File: config.mk
export PLATFORM = sky130hd
export DESIGN_NAME = ir_rx_capture
export DESIGN_NICKNAME = d
export VERILOG_FILES = /design/src/rtl/ir_rx_pkg.sv /design/src/rtl/ir_rx_store.sv /design/src/rtl/ir_rx_flags.sv /design/src/rtl/ir_rx_capture.sv
export SDC_FILE = /design/constraint.sdc
export NUM_CORES = 1
export LEC_CHECK = 0
export BUFFER_PORTS_ARGS = -buffer_cell sky130_fd_sc_hd__buf_2
export CELL_PAD_IN_SITES_DETAIL_PLACEMENT = 0
export CELL_PAD_IN_SITES_GLOBAL_PLACEMENT = 1
export CORE_MARGIN = 1
export CORE_UTILIZATION = 25
export DETAILED_ROUTE_END_ITERATION = 8
export GPL_ROUTABILITY_DRIVEN = 0
export PLACE_DENSITY = 0.54
export SLEW_MARGIN = 10
export SYNTH_ARGS = -nofsm -noshare
export SYNTH_HDL_FRONTEND = slang
export SYNTH_SLANG_ARGS = --single-unit
File: constraint.sdc
create_clock -name clk -period 5.85 [get_ports clk]
set_input_delay 0 -clock clk [delete_from_list [all_inputs] [get_ports clk]]
set_output_delay 0 -clock clk [all_outputs]
set_load 0.02 [all_outputs]
File: src/rtl/ir_rx_pkg.sv
package ir_rx_pkg;
    typedef enum logic [1:0] {
        REG_DATA = 2'd0,
        REG_IEN  = 2'd1,
        REG_STAT = 2'd2,
        REG_NONE = 2'd3
    } reg_sel_e;

    // bit positions shared by the enable and status words
    localparam int BIT_OVF   = 0;
    localparam int BIT_PKT   = 1;
    localparam int BIT_AVL   = 4;
    localparam int FIELD_LSB = 8;

    // index of each flag inside the internal 3-bit pending vector
    localparam int IX_OVF = 0;
    localparam int IX_PKT = 1;
    localparam int IX_AVL = 2;
    localparam int NFLAG  = 3;
endpackage

File: src/rtl/ir_rx_store.sv
module ir_rx_store #(
    parameter int DEPTH = 16,
    parameter int DW    = 8,
    parameter int CNT_W = $clog2(DEPTH) + 1
) (
    input  logic             clk,
    input  logic             rst_n,
    input  logic             push_i,
    input  logic [DW-1:0]    data_i,
    input  logic             pop_i,
    output logic [DW-1:0]    head_o,
    output logic [CNT_W-1:0] count_o,
    output logic             empty_o,
    output logic             dropped_o
);
    localparam int PTR_W = (DEPTH > 1) ? $clog2(DEPTH) : 1;
    localparam logic [CNT_W-1:0] FULL_CNT = CNT_W'(DEPTH);

    typedef struct packed {
        logic [DEPTH-1:0][DW-1:0] mem;
        logic [PTR_W-1:0]         wr;
        logic [PTR_W-1:0]         rd;
        logic [CNT_W-1:0]         cnt;
    } store_t;

    store_t s_d, s_q;
    logic   take, give;

    function automatic logic [PTR_W-1:0] step(input logic [PTR_W-1:0] p);
        return (p == PTR_W'(DEPTH - 1)) ? '0 : p + 1'b1;
    endfunction

    assign take = push_i && (s_q.cnt != FULL_CNT);
    assign give = pop_i && (s_q.cnt != '0);

    always_comb begin
        s_d = s_q;
        if (take) begin
            s_d.mem[s_q.wr] = data_i;
            s_d.wr          = step(s_q.wr);
        end
        if (give) begin
            s_d.rd = step(s_q.rd);
        end
        s_d.cnt = s_q.cnt + CNT_W'(take) - CNT_W'(give);
    end

    always_ff @(posedge clk) begin
        if (!rst_n) s_q <= '0;
        else        s_q <= s_d;
    end

    assign head_o    = s_q.mem[s_q.rd];
    assign count_o   = s_q.cnt;
    assign empty_o   = (s_q.cnt == '0);
    assign dropped_o = push_i && !take;

    p_count_bound_r3: assert property (@(posedge clk) disable iff (!rst_n)
        s_q.cnt <= FULL_CNT)
        else $error("R3 count exceeds depth");

    p_drop_hold_r3: assert property (@(posedge clk) disable iff (!rst_n)
        (push_i && (s_q.cnt == FULL_CNT) && !pop_i) |=> (s_q.cnt == FULL_CNT))
        else $error("R3 full store accepted a byte");

    p_empty_pop_r8: assert property (@(posedge clk) disable iff (!rst_n)
        (pop_i && (s_q.cnt == '0) && !push_i) |=> (s_q.cnt == '0))
        else $error("R8 empty pop changed count");
endmodule

File: src/rtl/ir_rx_flags.sv
module ir_rx_flags
    import ir_rx_pkg::*;
#(
    parameter int CNT_W = 5,
    parameter int LVL_W = 4
) (
    input  logic             clk,
    input  logic             rst_n,
    input  logic             drop_i,
    input  logic             pkt_end_i,
    input  logic [CNT_W-1:0] count_i,
    input  logic [LVL_W-1:0] level_i,
    input  logic [NFLAG-1:0] clr_i,
    input  logic [NFLAG-1:0] en_i,
    output logic [NFLAG-1:0] pend_o,
    output logic             irq_o
);
    typedef struct packed {
        logic [NFLAG-1:0] pend;
    } flag_t;

    flag_t            f_d, f_q;
    logic [NFLAG-1:0] set_v;

    always_comb begin
        set_v         = '0;
        set_v[IX_OVF] = drop_i;
        set_v[IX_PKT] = pkt_end_i;
        set_v[IX_AVL] = (count_i > CNT_W'(level_i));
        f_d           = f_q;
        // a set event outranks a clear arriving in the same cycle
        f_d.pend      = (f_q.pend & ~clr_i) | set_v;
    end

    always_ff @(posedge clk) begin
        if (!rst_n) f_q <= '0;
        else        f_q <= f_d;
    end

    assign pend_o = f_q.pend;
    assign irq_o  = |(f_q.pend & en_i);

    p_pkt_set_r4: assert property (@(posedge clk) disable iff (!rst_n)
        pkt_end_i |=> f_q.pend[IX_PKT])
        else $error("R4 packet end not flagged");

    p_ovf_set_r3: assert property (@(posedge clk) disable iff (!rst_n)
        drop_i |=> f_q.pend[IX_OVF])
        else $error("R3 drop not flagged");

    p_avl_level_r5: assert property (@(posedge clk) disable iff (!rst_n)
        (count_i > CNT_W'(level_i)) |=> f_q.pend[IX_AVL])
        else $error("R5 level crossing not flagged");

    p_w1c_r7: assert property (@(posedge clk) disable iff (!rst_n)
        (clr_i[IX_PKT] && !pkt_end_i) |=> !f_q.pend[IX_PKT])
        else $error("R7 clear did not take");
endmodule

File: src/rtl/ir_rx_capture.sv
module ir_rx_capture
    import ir_rx_pkg::*;
#(
    parameter int DEPTH = 16,
    parameter int DW    = 8
) (
    input  logic          clk,
    input  logic          rst_n,
    input  logic          smp_valid,
    input  logic [DW-1:0] smp_byte,
    input  logic          smp_pkt_end,
    input  logic          bus_wr,
    input  logic          bus_rd,
    input  logic [1:0]    bus_addr,
    input  logic [31:0]   bus_wdata,
    output logic [31:0]   bus_rdata,
    output logic          irq
);
    localparam int CNT_W = $clog2(DEPTH) + 1;
    localparam int LVL_W = (DEPTH > 1) ? $clog2(DEPTH) : 1;

    typedef struct packed {
        logic [NFLAG-1:0] en;
        logic [LVL_W-1:0] level;
        logic [31:0]      rdata;
    } regs_t;

    regs_t            r_d, r_q;
    reg_sel_e         sel;
    logic             pop;
    logic [DW-1:0]    head;
    logic [CNT_W-1:0] count;
    logic             empty, dropped;
    logic [NFLAG-1:0] clr, pend;
    logic [31:0]      ien_word, stat_word;
    logic             wdata_unused;

    assign sel          = reg_sel_e'(bus_addr);
    assign pop          = bus_rd && (sel == REG_DATA);
    assign wdata_unused = ^bus_wdata;

    ir_rx_store #(.DEPTH(DEPTH), .DW(DW), .CNT_W(CNT_W)) u_store (
        .clk       (clk),
        .rst_n     (rst_n),
        .push_i    (smp_valid),
        .data_i    (smp_byte),
        .pop_i     (pop),
        .head_o    (head),
        .count_o   (count),
        .empty_o   (empty),
        .dropped_o (dropped)
    );

    always_comb begin
        clr = '0;
        if (bus_wr && (sel == REG_STAT)) begin
            clr[IX_OVF] = bus_wdata[BIT_OVF];
            clr[IX_PKT] = bus_wdata[BIT_PKT];
            clr[IX_AVL] = bus_wdata[BIT_AVL];
        end
    end

    ir_rx_flags #(.CNT_W(CNT_W), .LVL_W(LVL_W)) u_flags (
        .clk       (clk),
        .rst_n     (rst_n),
        .drop_i    (dropped),
        .pkt_end_i (smp_pkt_end),
        .count_i   (count),
        .level_i   (r_q.level),
        .clr_i     (clr),
        .en_i      (r_q.en),
        .pend_o    (pend),
        .irq_o     (irq)
    );

    always_comb begin
        ien_word                        = '0;
        ien_word[BIT_OVF]               = r_q.en[IX_OVF];
        ien_word[BIT_PKT]               = r_q.en[IX_PKT];
        ien_word[BIT_AVL]               = r_q.en[IX_AVL];
        ien_word[FIELD_LSB +: LVL_W]    = r_q.level;
        stat_word                       = '0;
        stat_word[BIT_OVF]              = pend[IX_OVF];
        stat_word[BIT_PKT]              = pend[IX_PKT];
        stat_word[BIT_AVL]              = pend[IX_AVL];
        stat_word[FIELD_LSB +: CNT_W]   = count;
    end

    always_comb begin
        r_d = r_q;
        if (bus_wr && (sel == REG_IEN)) begin
            r_d.en[IX_OVF] = bus_wdata[BIT_OVF];
            r_d.en[IX_PKT] = bus_wdata[BIT_PKT];
            r_d.en[IX_AVL] = bus_wdata[BIT_AVL];
            r_d.level      = bus_wdata[FIELD_LSB +: LVL_W];
        end
        if (bus_rd) begin
            unique case (sel)
                REG_DATA: r_d.rdata = empty ? '0 : 32'(head);
                REG_IEN:  r_d.rdata = ien_word;
                REG_STAT: r_d.rdata = stat_word;
                default:  r_d.rdata = '0;
            endcase
        end
    end

    always_ff @(posedge clk) begin
        if (!rst_n) r_q <= '0;
        else        r_q <= r_d;
    end

    assign bus_rdata = r_q.rdata;

    p_empty_read_zero_r8: assert property (@(posedge clk) disable iff (!rst_n)
        (pop && empty) |=> (bus_rdata == '0))
        else $error("R8 empty read returned data");

    p_rdata_hold_r12: assert property (@(posedge clk) disable iff (!rst_n)
        !bus_rd |=> $stable(bus_rdata))
        else $error("R12 read data moved without a read");
endmodule

==> results of run 1 <==
kinds of logic after synthesis:
logic type                 count (synthesis)  share of synthesized area
AOI/OAI and AO/OA                         50                     0.0459
xor gates and xnor gates                   7                    0.00809
adders and majority gates                 16                     0.0274
buffers and inverters                     85                     0.0590
DFF                                      164                      0.433
muxes                                    173                      0.277
other                                      1                   0.000495
and+or+nand+nor                          238                      0.149
cell type report:
cell class                      count  share of cell area
Multi-Input combinational cell    503               0.447
Tap cell                          390              0.0557
Inverter                           17             0.00757
Sequential cell                   164               0.375
Timing Repair Buffer               62              0.0486
Clock buffer                       17              0.0486
Clock inverter                     13              0.0170
routing by layer:
metal / global-route usage / up-vias
met2: 0.205 / 85
li1: - / 2602
met3: 0.0248 / 15
met4: 0.0380 / 0
met5: 0 / -
met1: 0.171 / 2545
worst paths after layout:
check	startpoint	end	slack [ps]	depth (start not counted)
max reg2reg	u_store.count_o[2]$_SDFF_PN0_	u_store.count_o[4]$_SDFF_PN0_	2810	15
min reg2reg	bus_rdata[12]$_SDFFE_PN0P_	bus_rdata[12]$_SDFFE_PN0P_	460	2
min	bus_addr[0]	bus_rdata[4]$_SDFFE_PN0P_	20	4
max	u_store.count_o[2]$_SDFF_PN0_	u_store.count_o[4]$_SDFF_PN0_	2810	15
stage by stage:
step | util | area (um^2) | hold WS [ps]
global placement | 0.269 | 7980 | 213
CTS | 0.295 | 8760 | 5.31
floorplan | - | 7640 | 117
detailed placement | 0.269 | 7980 | 223
finish | 0.295 | 8760 | 19.5
global route | 0.295 | 8760 | 27.0
cell usage after synthesis, types with 4 or more instances:
master and count:
nor2b_1 8, mux2i_1 139, a21oi_1 16, xor2_1 5, nand2_1 18, a31oi_1 4
mux2_2 6, nor3_1 8, inv_1 16, a32o_1 5, a221oi_1 6, dfxtp_1 164
nand3_1 25, mux4_2 25, clkbuf_1 30, nor2_1 152, nand3_2 12, buf_4 22
ha_1 15, buf_2 11, a22oi_1 6
flip-flops by register name (all words and copies together) (netlist names):
signal and cells:
bus_rdata 13, ien_word 7, u_store.count_o 5, u_store.s_q 136
u_flags.pend_o 3
worst reg2reg max path, delay by kind of cell, from the launching register on:
kind	cells	cell delay, ps
AO/OA/AOI/OAI	2	110
flip-flops	1	400
AND/OR/NAND/NOR	5	1060
buffers and inverters	4	260
adder cells (fa/ha/maj)	4	1060
power by group:
| group | switching [mW] | internal, mW |
|---|---|---|
| registers | 0.0460 | 1.16 |
| logic | 0.243 | 0.178 |
| clock network | 0.485 | 0.633 |
| total | 0.775 | 1.97 |
==> run_results.csv, run 1 <==
group,metric,value,unit
status,status,"completed",
synth,yosysSeqAreaShare,0.433,
critical_path,cp_cell_sequence,"inv_1 -> ha_1 -> nor4b_1 -> or3_1 -> nor2_1 -> ha_1 -> inv_1 -> ha_1 -> inv_1 -> fa_1 -> inv_1 -> a21oi_1 -> nor2_1 -> or3_1 -> a21oi_1",
synth,synth_flop_cell,"dfxtp_1",
synth,synth_top_area_cell,"dfxtp_1",
detailed_routing,dr_wl_met2,8520,um
critical_path,cpMostUsedCell,"inv_1",
pwr,leakagePower,4.07,nW
die,start_util,0.255,
sta,fin_crit_sh,0.519,
global_routing,grt_pass1_wl,30000,um
global_routing,grt_pass1_vias,5162,
placed_design,place_worst_setup_slack,2780,ps
sta,tns,0,ps
finish,fillers,3120,
sta,rsz0062_at_grt,"false",
finish,post_route_cells_drive_above_1_share,0.160,
synth,yosys_warnings,0,
clock_tree,post_cts_resized,0,
global_routing,antenna_found_initial,0,
detailed_routing,highest_layer,"met4",
synth,synthArstFlopShare,0,
job,drv_cap,0,
die,ios,81,
global_routing,grt_use_total,0.127,
critical_path,path_max_fanout,4,
placed_design,post-dp-hpwl,11900,um
die,core-area,29700,um^2
critical_path,cp-end-kind,"flip-flop",
finish,layout_commonest_cell,"dfxtp_1",
synth,synth-edff-count,0,
die,row_count,63,
sta,relSlewSlack,0.218,
sta,final-hold-violation-count,0,
global_routing,grt_max_degree,103,
pwr,power.total,2.75,mW
clock_tree,cts_max_level,4,
synth,syn_inst,734,
die,fp.dieArea,31000,um^2
clock_tree,postCtsHoldBufs,20,
placed_design,dp_cells,1116,
placed_design,io_buffers,36,
critical_path,cp.arrival,3300,ps
finish,fin_nets,829,
synth,synth_area,7580,um^2
sta,maxSlewViolCount,0,
die,die_h,176,um
global_routing,grt_remaining_overflow,0,
pwr,power_per_cell_area,314,nW/um^2
detailed_routing,wl,18700,um
sta,setup_viol,0,
critical_path,crit_slowest_cell,"dfxtp_1",
detailed_routing,dr.pass1.iters,4,
finish,fin_cells,1166,
die,die_x,176,um
critical_path,crit_type,"flip-flop to flip-flop",
clock_tree,root_buffer,"clkbuf_16",
finish,diodes,0,
detailed_routing,drt-met1-wl,9290,um
clock_tree,cts.path.max_buffers,2,
sta,worst_slew_pin_slew,1170,ps
detailed_routing,ant_nets,0,
finish,final_cell_mix,"dfxtp_1 (162), nor2_1 (152), mux2i_1 (139), buf_2 (36)",
finish,regArea,3290,um^2
detailed_routing,vias,5247,
sta,setup_slack,2810,ps
detailed_routing,wl_met3,695,um
finish,area_growth,15.6,%
clock_tree,clock_latency,430,ps
clock_tree,path_clk_slew,70,ps
synth,yosysTopAreaCellShare,0.433,
critical_path,cpLargestDelayFamily,"adder cells",
sta,fmax,329,MHz
critical_path,critPathMaxStageDelay,400,ps
clock_tree,cts_setup_buffers,0,
critical_path,crit_required,6110,ps
synth,synth_seq_cells,164,
sta,fin_crit,3040,ps
clock_tree,clock_sinks,164,
clock_tree,cts_buffers,17,
detailed_routing,wire_per_inst,16.0,um
synth,synth_area_leaders,"dfxtp_1 (43%), mux2i_1 (18%), nor2_1 (7.5%)",
detailed_routing,vias_per_cell,4.50,
pwr,ir_drop,0.000189,V
finish,multiInputGateArea,3920,um^2
min_path,hold_path.class,"input port to flip-flop",
detailed_routing,drc,0,
synth,yosysUniqueCellTypes,46,
synth,avgSynthCellArea,10.3,um^2
detailed_routing,drt_iter0_drc,306,
sta,skew,12.8,ps
critical_path,crit_buf_inv,4,
clock_tree,cts_tree,"built",
critical_path,critical_path.startpoint_type,"flip-flop",
Power figures use the tool's default switching activity.
==> run 2, diff against run 1 <==
clock period = 2.9 ns   (was 5.85 ns; I/O delays follow)
==> run 2 against run 1 <==
Core utilization is 0.54 points higher. Clock skew about the same. Combinational power up 120%. Sequential share of layout area shrank 0.66 points. Non-clock buffer count is 17 higher. Worst hold slack better by 20 ps. Largest cell class unchanged. Largest power group unchanged.
==> run_results.csv, run 2 (same netlist as run 1, synthesis figures left out) <==
group,metric,value,unit
global_routing,antenna_found_initial,0,
die,row_count,63,
critical_path,crit_start,"u_store.count_o[3]$_SDFF_PN0_",
sta,relSlewSlack,0.452,
sta,fin_crit,2650,ps
sta,tns,0,ps
detailed_routing,drt-met1-wl,9400,um
detailed_routing,wl,19200,um
finish,regArea,3290,um^2
placed_design,post-dp-hpwl,13100,um
critical_path,cp.depth,15,
detailed_routing,wl_met3,792,um
finish,fillers,3124,
critical_path,cpLargestDelayFamily,"simple AND/OR/NAND/NOR gates",
sta,maxSlewViolCount,0,
critical_path,critPathMaxStageDelay,360,ps
critical_path,path_max_fanout,4,
global_routing,grt_max_degree,52,
critical_path,cp-endpoint,"u_store.count_o[4]$_SDFF_PN0_",
placed_design,io_buffers,36,
finish,post_route_cells_drive_above_1_share,0.181,
job,drv_cap,0,
clock_tree,clock_latency,430,ps
die,start_util,0.255,
sta,worst_slew_pin_slew,821,ps
detailed_routing,wire_per_inst,16.2,um
critical_path,cp.arrival,3020,ps
placed_design,place_worst_setup_slack,121,ps
detailed_routing,dr.pass1.iters,5,
global_routing,grt_pass1_vias,5137,
critical_path,cp-end-kind,"flip-flop",
detailed_routing,vias_per_cell,4.50,
critical_path,crit_slowest_cell,"dfxtp_2",
min_path,hold_path.class,"input port to flip-flop",
critical_path,crit_required,3260,ps
finish,multiInputGateArea,3930,um^2
die,die_x,176,um
finish,fin_cells,1185,
global_routing,grt_remaining_overflow,0,
finish,final_cell_mix,"dfxtp_1 (161), nor2_1 (151), mux2i_1 (139), buf_2 (36)",
clock_tree,path_clk_slew,70,ps
sta,rsz0062_at_grt,"false",
detailed_routing,drt_iter0_drc,319,
finish,layout_commonest_cell,"dfxtp_1",
clock_tree,cts_tree,"built",
finish,largest_reg_flops,136,
finish,top_register,"u_store.s_q",
global_routing,grt_pass1_wl,30500,um
critical_path,crit_type,"flip-flop to flip-flop",
finish,area_growth,17.7,%
status,status,"completed",
critical_path,cp_cell_sequence,"inv_1 -> ha_1 -> nor4b_2 -> or3_4 -> nor2_2 -> ha_1 -> inv_1 -> ha_1 -> inv_1 -> fa_2 -> inv_1 -> a21oi_1 -> nor2_1 -> or3_1 -> a21oi_1",
clock_tree,clock_sinks,164,
die,core-area,29700,um^2
detailed_routing,highest_layer,"met4",
clock_tree,cts.path.max_buffers,2,
global_routing,grt_use_total,0.130,
critical_path,cpMostUsedCell,"inv_1",
critical_path,r2r_end,"u_store.count_o[4]$_SDFF_PN0_",
critical_path,r2r_start,"u_store.count_o[3]$_SDFF_PN0_",
clock_tree,root_buffer,"clkbuf_16",
pwr,leakagePower,4.16,nW
detailed_routing,ant_nets,0,
clock_tree,cts_buffers,17,
placed_design,dp_cells,1131,
critical_path,r2r_cells,15,
detailed_routing,dr_wl_met2,8810,um
die,ios,81,
sta,setup_slack,248,ps
detailed_routing,drc,0,
pwr,power_per_cell_area,631,nW/um^2
finish,fin_nets,846,
clock_tree,cts_max_level,4,
critical_path,crit_buf_inv,4,
sta,fmax,377,MHz
die,die_h,176,um
critical_path,critical_path.startpoint_type,"flip-flop",
finish,diodes,0,
sta,fin_crit_sh,0.914,
sta,skew,13.1,ps
die,fp.dieArea,31000,um^2
sta,final-hold-violation-count,0,
pwr,ir_drop,0.000316,V
critical_path,r2r_setup_slack,250,ps
detailed_routing,vias,5332,
sta,setup_viol,0,
-- run 2: cell types whose count changed in the layout (fill, tap and decap cells not counted), moves of 2 or more --
cell / previous run / this run
inv_6: 5 / 2
buf_4: 6 / 21
clkbuf_1: 0 / 2
dlygate4sd3_1: 20 / 22
clkinv_4: 1 / 5
-- run 2: metal layers --
metal	vias to the layer above	track usage
met5	-	0
met4	0	0.0391
met3	10	0.0248
met2	89	0.202
met1	2592	0.182
li1	2641	-
-- run 2: worst min-delay path by stage --
stage | slack [ps] | endpoint | start | cells after the start
after floorplan | 120 | u_flags.pend_o[1]$_SDFF_PN0_ | smp_pkt_end | 2
after global placement | 210 | u_flags.pend_o[1]$_SDFF_PN0_ | smp_pkt_end | 3
after detailed placement | 220 | u_flags.pend_o[1]$_SDFF_PN0_ | smp_pkt_end | 3
after CTS | 20 | u_store.s_q[22]$_SDFFE_PN0P_ | smp_byte[1] | 3
after global routing | 40 | u_store.s_q[26]$_SDFFE_PN0P_ | smp_byte[5] | 3
final | 40 | u_store.s_q[22]$_SDFFE_PN0P_ | smp_byte[1] | 3
-- run 2: tightest hold or removal path, stage by stage --
cell     delay (ps)
buf_2           210
mux2i_1         160
nor2_1           50
-- run 2: per-stage QoR --
stage	power, mW	utilization	instance area (um^2)	hold slack (ps)
after detailed placement	3.38	0.272	8100	225
final	5.63	0.300	8920	39.1
after CTS	5.70	0.300	8900	23.3
after floorplan	3.13	-	7640	117
after global placement	3.38	0.272	8100	210
after global routing	5.93	0.300	8920	41.1
-- run 2: what timing repair did --
| item | 4_1_cts | 5_1_grt |
|---|---|---|
| buffers inserted | 0 | 0 |
| resized for setup | 0 | 5 |
| hold buffers | 22 | 0 |
| setup endpoints to repair | 0 | 1 |
| endpoints found under the hold margin | 21 | 0 |
-- run 2: report_power, final --
part           switching (mW)  internal (mW)
clock network           0.989           1.29
logic                   0.523          0.399
registers              0.0862           2.35
-- run 2: layout make-up --
type / instances / area share
Clock buffer: 19 / 0.0485
Clock inverter: 13 / 0.0171
Inverter: 17 / 0.00744
Multi-Input combinational cell: 503 / 0.441
Sequential cell: 164 / 0.369
Tap cell: 390 / 0.0547
Timing Repair Buffer: 79 / 0.0626
==> run 3, diff against run 2 <==
CAP_MARGIN = 5   (was default)
GPL_ROUTABILITY_DRIVEN = default   (was 0)
REMOVE_ABC_BUFFERS = 1   (was default)
==> run 3 against run 2 <==
Worst hold slack got worse by 20 ps. Critical path depth did not move. Total power rose by 0.52%. Flip-flop and latch count did not move. Clock skew fell by 3.2 ps. Design area fell by 0.20%. Critical path type unchanged. Critical endpoint unchanged. Largest power group unchanged.
==> run_results.csv, run 3 (same netlist as run 1, synthesis figures left out) <==
group,metric,value,unit
sta,skew,9.92,ps
pwr,leakagePower,4.16,nW
critical_path,crit_buf_inv,4,
placed_design,io_buffers,36,
clock_tree,cts_buffers,17,
pwr,seq_power_share,0.430,
critical_path,path_max_fanout,2,
placed_design,gp_congestion,0.721,
pwr,ir_drop,0.000387,V
critical_path,critical_path.startpoint_type,"flip-flop",
detailed_routing,vias,5245,
critical_path,cpLargestDelayFamily,"adder cells",
critical_path,cp-endpoint,"u_store.count_o[4]$_SDFF_PN0_",
placed_design,dp_cells,1128,
pwr,netSwitchingPower,1.62,mW
pwr,power_per_cell_area,636,nW/um^2
finish,fin_cells,1181,
pwr,netSwitchingFraction,0.287,
die,row_count,63,
global_routing,grt_use_met2,0.207,
detailed_routing,wl,19700,um
pwr,power_frac_comb,0.160,
global_routing,grt_remaining_overflow,0,
critical_path,critPathMaxStageDelay,350,ps
finish,final_area,8900,um^2
finish,top_register,"u_store.s_q",
sta,final-hold-violation-count,0,
critical_path,r2r_end,"u_store.count_o[4]$_SDFF_PN0_",
finish,diodes,0,
status,status,"completed",
die,die_h,176,um
finish,largest_reg_flops,136,
finish,layout_commonest_cell,"dfxtp_1",
pwr,power.total,5.66,mW
clock_tree,clock_latency,430,ps
critical_path,r2r_setup_slack,240,ps
clock_tree,cts_tree,"built",
critical_path,r2r_start,"u_store.count_o[2]$_SDFF_PN0_",
clock_tree,cts_setup_buffers,0,
critical_path,cp_cell_sequence,"inv_1 -> ha_1 -> nor4b_2 -> or3_1 -> nor2_2 -> ha_1 -> inv_1 -> ha_1 -> inv_1 -> fa_2 -> inv_1 -> a21oi_1 -> nor2_1 -> or3_1 -> a21oi_1",
finish,fin_nets,842,
clock_tree,cts_max_level,4,
sta,maxSlewViolCount,0,
detailed_routing,ant_nets,0,
clock_tree,path_clk_slew,70,ps
finish,area_growth,17.5,%
critical_path,cp-end-kind,"flip-flop",
sta,worst_slew_pin_slew,849,ps
global_routing,grt.busiest_layer,"met2",
sta,setup_viol,0,
die,start_util,0.255,
die,die_x,176,um
critical_path,r2r_cells,15,
global_routing,grt_util_met3,0.0295,
critical_path,crit_slowest_cell,"or3_1",
sta,fmax,377,MHz
global_routing,grt_pass1_vias,5242,
sta,relSlewSlack,0.434,
critical_path,crit_start,"u_store.count_o[2]$_SDFF_PN0_",
finish,final_cell_mix,"dfxtp_1 (162), nor2_1 (151), mux2i_1 (139), buf_2 (36)",
min_path,hold_path.class,"input port to flip-flop",
global_routing,grt_max_degree,74,
die,fp.dieArea,31000,um^2
global_routing,use_met1,0.184,
sta,fin_crit,2660,ps
die,core-area,29700,um^2
pwr,p_clk_frac,0.411,
pwr,p_int,4.04,mW
detailed_routing,vias_per_cell,4.44,
sta,rsz0062_at_grt,"false",
placed_design,post-dp-hpwl,13000,um
finish,fillers,3090,
clock_tree,cts.path.max_buffers,2,
clock_tree,root_buffer,"clkbuf_16",
finish,post_route_cells_drive_above_1_share,0.177,
critical_path,crit_required,3170,ps
detailed_routing,drt_iter0_drc,368,
detailed_routing,wire_per_inst,16.7,um
critical_path,cp.depth,15,
detailed_routing,drc,0,
job,drv_cap,0,
critical_path,cp.arrival,2930,ps
critical_path,cpMostUsedCell,"inv_1",
critical_path,crit_type,"flip-flop to flip-flop",
detailed_routing,dr.pass1.iters,4,
global_routing,antenna_found_initial,1,
global_routing,grt_use_total,0.132,
clock_tree,clock_sinks,164,
sta,tns,0,ps
die,ios,81,
placed_design,placed_area,8090,um^2
sta,fin_crit_sh,0.916,
global_routing,grt_pass1_wl,31100,um
==> run 3: final cells by class <==
cell class / instances / area [um^2] / area share
Clock buffer: 18 / 429 / 0.0482
Clock inverter: 14 / 165 / 0.0186
Inverter: 17 / 66.3 / 0.00745
Multi-Input combinational cell: 503 / 3930 / 0.441
Sequential cell: 164 / 3290 / 0.369
Tap cell: 390 / 488 / 0.0548
Timing Repair Buffer: 75 / 538 / 0.0604
==> run 3: power groups by stage <==
stage / Sequential, mW / Combinational, mW / Clock (mW)
after floorplan: 2.49 / 0.589 / 0
after global routing: 2.45 / 1.02 / 2.50
after detailed placement: 2.48 / 0.887 / 0
after global placement: 2.48 / 0.889 / 0
after CTS: 2.43 / 0.910 / 2.39
final: 2.43 / 0.903 / 2.32
==> run 3: how the worst min path moves through the flow <==
stage / from / end / depth (start not counted)
global placement: smp_pkt_end / u_flags.pend_o[1]$_SDFF_PN0_ / 3
detailed placement: smp_pkt_end / u_flags.pend_o[1]$_SDFF_PN0_ / 3
floorplan: smp_pkt_end / u_flags.pend_o[1]$_SDFF_PN0_ / 2
CTS: smp_byte[0] / u_store.s_q[133]$_SDFFE_PN0P_ / 3
global route: smp_byte[0] / u_store.s_q[117]$_SDFFE_PN0P_ / 3
finish: smp_byte[0] / u_store.s_q[133]$_SDFFE_PN0P_ / 3
==> run 3: worst reg2reg max path, cell delays in order (launching register included) <==
cell,delay [ps]
dfxtp_1,320
inv_1,60
ha_1,210
nor4b_2,170
or3_1,350
nor2_2,120
ha_1,230
inv_1,50
ha_1,150
inv_1,60
fa_2,350
inv_1,60
a21oi_1,60
nor2_1,130
or3_1,130
a21oi_1,60
==> run 3: layer usage <==
layer / vias up / wire length, um
met5: - / 0
met4: 0 / 135
met3: 9 / 761
met2: 92 / 8920
met1: 2510 / 9890
li1: 2634 / -
==> run 3: stage by stage <==
step / hold WS (ps) / worst slack, ps / utilization
6_report: 19.4 / 244 / 0.300
5_1_grt: 19.5 / 56.3 / 0.300
4_1_cts: 8.99 / 121 / 0.299
3_5_place_dp: 232 / 142 / 0.272
3_3_place_gp: 237 / 181 / 0.272
2_1_floorplan: 117 / -656 / -
==> run 3: what timing repair did <==
item | in CTS | in global routing
setup endpoints to repair | 0 | 1
hold buffers | 21 | 0
hold endpoints to repair | 21 | 0
resized for setup | 0 | 3
